<file path="config.mk">
export PLATFORM = sky130hd
export DESIGN_NAME = ret_status_reg
export DESIGN_NICKNAME = d
export VERILOG_FILES = /design/src/rtl/ret_status_pkg.sv /design/src/rtl/ret_access_filter.sv /design/src/rtl/ret_status_bits.sv /design/src/rtl/ret_read_port.sv /design/src/rtl/ret_status_reg.sv
export SDC_FILE = /design/constraint.sdc
export NUM_CORES = 1
export LEC_CHECK = 0
export BUFFER_PORTS_ARGS = -buffer_cell sky130_fd_sc_hd__buf_2
export CORE_MARGIN = 10
export CORE_UTILIZATION = 40
export CTS_CLUSTER_SIZE = 10
export DETAILED_ROUTE_END_ITERATION = 16
export PLACE_DENSITY = 0.72
export SYNTH_ARGS = -nofsm -noshare
export SYNTH_HDL_FRONTEND = slang
export SYNTH_SLANG_ARGS = --single-unit
</file>
<file path="constraint.sdc">
create_clock -name clk -period 0.92 [get_ports clk]
set_input_delay 0.138 -clock clk [delete_from_list [all_inputs] [get_ports clk]]
set_output_delay 0.138 -clock clk [all_outputs]
set_load 0.02 [all_outputs]
</file>
<file path="src/rtl/ret_status_pkg.sv">
package ret_status_pkg;

   // Decide whether one bit may be touched by an access with the given attributes.
   function automatic logic bit_allowed(
      input logic bit_secure,
      input logic acc_secure,
      input logic acc_priv,
      input logic sec_priv_only,
      input logic ns_priv_only
   );
      logic domain_ok;
      logic priv_ok;
      domain_ok = !bit_secure || acc_secure;
      priv_ok   = acc_priv || !(bit_secure ? sec_priv_only : ns_priv_only);
      return domain_ok && priv_ok;
   endfunction

endpackage

</file>
<file path="src/rtl/ret_access_filter.sv">
module ret_access_filter #(
   parameter int unsigned NBITS = 16
) (
   input  logic [NBITS-1:0] pin_secure,
   input  logic             acc_secure,
   input  logic             acc_priv,
   input  logic             sec_priv_only,
   input  logic             ns_priv_only,
   output logic [NBITS-1:0] allow
);
   for (genvar i = 0; i < NBITS; i++) begin : g_bit
      assign allow[i] = ret_status_pkg::bit_allowed(pin_secure[i], acc_secure, acc_priv,
                                                    sec_priv_only, ns_priv_only);
   end
endmodule

</file>
<file path="src/rtl/ret_status_bits.sv">
module ret_status_bits #(
   parameter int unsigned      NBITS     = 16,
   parameter logic [NBITS-1:0] IMPL_MASK = '1
) (
   input  logic             clk,
   input  logic             rst_n,
   input  logic             standby_entry,
   input  logic [NBITS-1:0] ret_enable,
   input  logic             wr_en,
   input  logic [NBITS-1:0] wdata,
   input  logic [NBITS-1:0] wr_allow,
   output logic [NBITS-1:0] status
);
   for (genvar i = 0; i < NBITS; i++) begin : g_bit
      if (IMPL_MASK[i]) begin : g_impl
         logic hw_set;
         logic sw_clr;
         assign hw_set = standby_entry && ret_enable[i];
         assign sw_clr = wr_en && wr_allow[i] && !wdata[i];
         always_ff @(posedge clk or negedge rst_n) begin
            if (!rst_n)      status[i] <= 1'b0;
            else if (hw_set) status[i] <= 1'b1;
            else if (sw_clr) status[i] <= 1'b0;
         end
      end else begin : g_hole
         assign status[i] = 1'b0;
      end
   end
endmodule

</file>
<file path="src/rtl/ret_read_port.sv">
module ret_read_port #(
   parameter int unsigned NBITS = 16
) (
   input  logic             clk,
   input  logic             rst_n,
   input  logic             rd_en,
   input  logic [NBITS-1:0] status,
   input  logic [NBITS-1:0] rd_allow,
   output logic [NBITS-1:0] rdata
);
   always_ff @(posedge clk or negedge rst_n) begin
      if (!rst_n)     rdata <= '0;
      else if (rd_en) rdata <= status & rd_allow;
      else            rdata <= '0;
   end
endmodule

</file>
<file path="src/rtl/ret_status_reg.sv">
module ret_status_reg #(
   parameter int unsigned NBITS    = 16,
   parameter bit          HAS_HOLE = 1'b1,
   parameter int unsigned HOLE_BIT = 4
) (
   input  logic             clk,
   input  logic             rst_n,
   input  logic             standby_entry,
   input  logic [NBITS-1:0] ret_enable,
   input  logic [NBITS-1:0] pin_secure,
   input  logic             sec_priv_only,
   input  logic             ns_priv_only,
   input  logic             acc_secure,
   input  logic             acc_priv,
   input  logic             wr_en,
   input  logic [NBITS-1:0] wdata,
   input  logic             rd_en,
   output logic [NBITS-1:0] rdata
);
   localparam logic [NBITS-1:0] ONE_HOT_HOLE = NBITS'(1) << HOLE_BIT;
   localparam logic [NBITS-1:0] IMPL_MASK    = HAS_HOLE ? ~ONE_HOT_HOLE : '1;

   if (NBITS < 1 || NBITS > 32) begin : g_bad_width
      $error("ret_status_reg: NBITS must be 1..32");
   end
   if (HAS_HOLE && HOLE_BIT >= NBITS) begin : g_bad_hole
      $error("ret_status_reg: HOLE_BIT outside the register");
   end

   logic [NBITS-1:0] allow;
   logic [NBITS-1:0] status_q;

   ret_access_filter #(.NBITS(NBITS)) u_filter (
      .pin_secure   (pin_secure),
      .acc_secure   (acc_secure),
      .acc_priv     (acc_priv),
      .sec_priv_only(sec_priv_only),
      .ns_priv_only (ns_priv_only),
      .allow        (allow)
   );

   ret_status_bits #(.NBITS(NBITS), .IMPL_MASK(IMPL_MASK)) u_bits (
      .clk          (clk),
      .rst_n        (rst_n),
      .standby_entry(standby_entry),
      .ret_enable   (ret_enable),
      .wr_en        (wr_en),
      .wdata        (wdata),
      .wr_allow     (allow),
      .status       (status_q)
   );

   ret_read_port #(.NBITS(NBITS)) u_read (
      .clk     (clk),
      .rst_n   (rst_n),
      .rd_en   (rd_en),
      .status  (status_q),
      .rd_allow(allow),
      .rdata   (rdata)
   );
endmodule

</file>
==> impl_metrics.ini <==
[hold_path]
whs_path_depth = 2
hold_path_end = u_bits.status[9]
min_path_type = in -> reg
worstHoldStart = ret_enable[9]

[place]
placed_cells = 244
place_area_um2 = 1940
post-place-ws_ps = -102
io_buffers = 68
place_congestion = 0.796
place_hpwl_um = 3130

[setup_path]
startpoint = u_read.rdata[9]
r2r_cells = 2
setup.worst_path.end_class = primary output
rrSetupSlack_ps = 140
crit_required_ps = 780
crit_family = flip-flops
start_kind = flop
max_stage_delay_ps = 380
path_buf_inv = 1
worstSetupPathType = reg -> out
crit_slowest_cell = dfrtp_1
cp_max_fo = 1
rr_endpoint = u_bits.status[13]
r2r_start = u_bits.status[13]
cp.arrival_ps = 790
path_cells = buf_6
cp_num_cells = 1

[yosys]
synth_warnings = 0
synth_nets = 191
syn_avg_cell_area_um2 = 11.6
ys_ff_latch = 30
ys_types = 18
seq_area_frac_synth_pct = 48.2
synthesis.area_um2 = 1560
syn_inst = 134

[timing]
hold_slack_ps = 92.5
maxSlewViolCount = 0
setup_violations = 3
hold_violations = 0
fin_skew_ps = 3.02
fin_crit_sh_pct = 101
fin_crit_ps = 926
maxClockFrequency_ghz = 1.08
rsz0062_at_grt = true
fin_ws_ps = -5.59

[route]
drcViolationCount = 0
vias_per_cell = 5.40
drt_first_pass_iters = 4
vias = 1360
routedWlPerCell_um = 17.8
ant_nets = 0
wl_um = 4480
initialDrtViolationCount = 105

[layout]
fin_area_um2 = 2120
mostFrequentLayoutCell = buf_2
nNetsFinal = 261
multiInputGateArea_um2 = 682
final.fill_count = 327
seq_area_um2 = 751
drive_above_1_share_pct = 37.7
final_cells = 252
area_growth_pct = 36.5
antenna_cells = 0
final_util_pct = 57.2
final_cell_mix = 53 x buf_2, 30 x dfrtp_1, 15 x nand2b_1, 15 x inv_1, 15 x buf_6

[floorplan]
io_pins = 73
dieArea_um2 = 6790
dieHeight_um = 82.4
fp.dieW_um = 82.4
core_um2 = 3720
initial_core_util_pct = 41.9
std_cell_rows = 22

[power]
vdd_drop_max_mv = 0.822
p_switching_w = 0.000886
clock_power_share_pct = 30.1
leakage_nw = 1.08
power_frac_comb_pct = 22.6
swShare_pct = 27.3
p_seq_share_pct = 47.3
p_int_w = 0.00236
power.density_nw_per_um2 = 1530

[global_route]
grt-ovfl-total = 0
grt_pass1_wl_um = 7020
grt_max_degree = 31
grtUsageTotal_pct = 13.7
grt_pass1_vias = 1411
grt_antenna_before_repair = 0

[clock_network]
cts_root_buf = clkbuf_8
cts.clk_slew.worst_paths_ps = 60
cts_made_buffers = 5
cts.htree.levels = 2
clkLatencyLatePin_ps = 270
cts_tree = done
cts_max_path_buffers = 2
cts_setup_buffers = 0
cts.sinks = 30

[flow_run]
maxCapViolations = 0

[outcome]
violations = negative setup slack
status = finished, violations left
==> power by group through the flow <==
stage,clock (W),sequential [W],combinational [W]
final,0.000976,0.00153,0.000733
after global routing,0.00108,0.00155,0.000800
after CTS,0.00101,0.00153,0.000741
after detailed placement,0,0.00154,0.000669
after global placement,0,0.00154,0.000662
after floorplan,0,0.00161,0.000302
==> logic make-up (layout without fill, tap and decap cells) <==
| family | after synthesis | count (layout) | synth area share (%) |
|---|---|---|---|
| other cells | 1 | 1 | 0.241 |
| mux | 14 | 14 | 9.00 |
| simple gates | 19 | 19 | 7.48 |
| flops | 30 | 30 | 48.2 |
| compound gates | 45 | 45 | 27.1 |
| buf+inv | 25 | 95 | 7.96 |
==> flip-flops by register name, indices dropped and copies added (netlist names) <==
| register | cells |
|---|---|
| u_read.rdata | 15 |
| u_bits.status | 15 |
==> final cells by class <==
cell class / count / area share [%]
Multi-Input combinational cell: 79 / 32.1
Sequential cell: 30 / 35.3
Timing Repair Buffer: 73 / 23.5
Tap cell: 48 / 2.83
Inverter: 15 / 2.65
Clock buffer: 7 / 3.59
==> synth_stat cells <==
library cell / n / area share [%]
a22oi_1: 1 / 0.48
o21ai_0: 1 / 0.32
clkbuf_1: 2 / 0.48
nand2_1: 1 / 0.24
conb_1: 1 / 0.24
a22o_1: 14 / 7.9
mux2i_1: 14 / 9.0
inv_1: 15 / 3.6
buf_2: 3 / 0.96
buf_4: 3 / 1.4
nand2b_1: 15 / 6.0
o22ai_1: 1 / 0.40
buf_6: 2 / 1.4
o2111a_1: 14 / 10
dfrtp_1: 30 / 48
and3_1: 1 / 0.40
nor2b_1: 2 / 0.80
o2111ai_1: 14 / 7.9
==> stage by stage <==
step           power [W]  setup TNS, ps
2_1_floorplan    0.00191              0
3_3_place_gp     0.00220          -1020
3_5_place_dp     0.00221          -1250
4_1_cts          0.00328          -58.7
5_1_grt          0.00343           -481
6_report         0.00324          -8.28
==> per-layer routing <==
layer,part of all wire [%],GRT usage (%),vias to the layer above
met4,2.2,6.46,0
met2,53,23.2,34
met1,38,15.0,666
met3,6.9,4.97,8
li1,-,-,652
met5,0,0,-
==> worst max path at each step <==
stage                        endpoint
floorplan           u_bits.status[10]
global placement    u_bits.status[15]
detailed placement   u_bits.status[3]
CTS                          rdata[9]
global route                 rdata[9]
finish                       rdata[9]
==> what timing repair did <==
item                                    CTS  global route
resized for setup                        30             0
hold buffers                              1             0
pin swaps                                 0             0
endpoints found under the setup margin   15            15
endpoints found under the hold margin    30             0
Note: power is estimated with default switching activity, not from simulation.
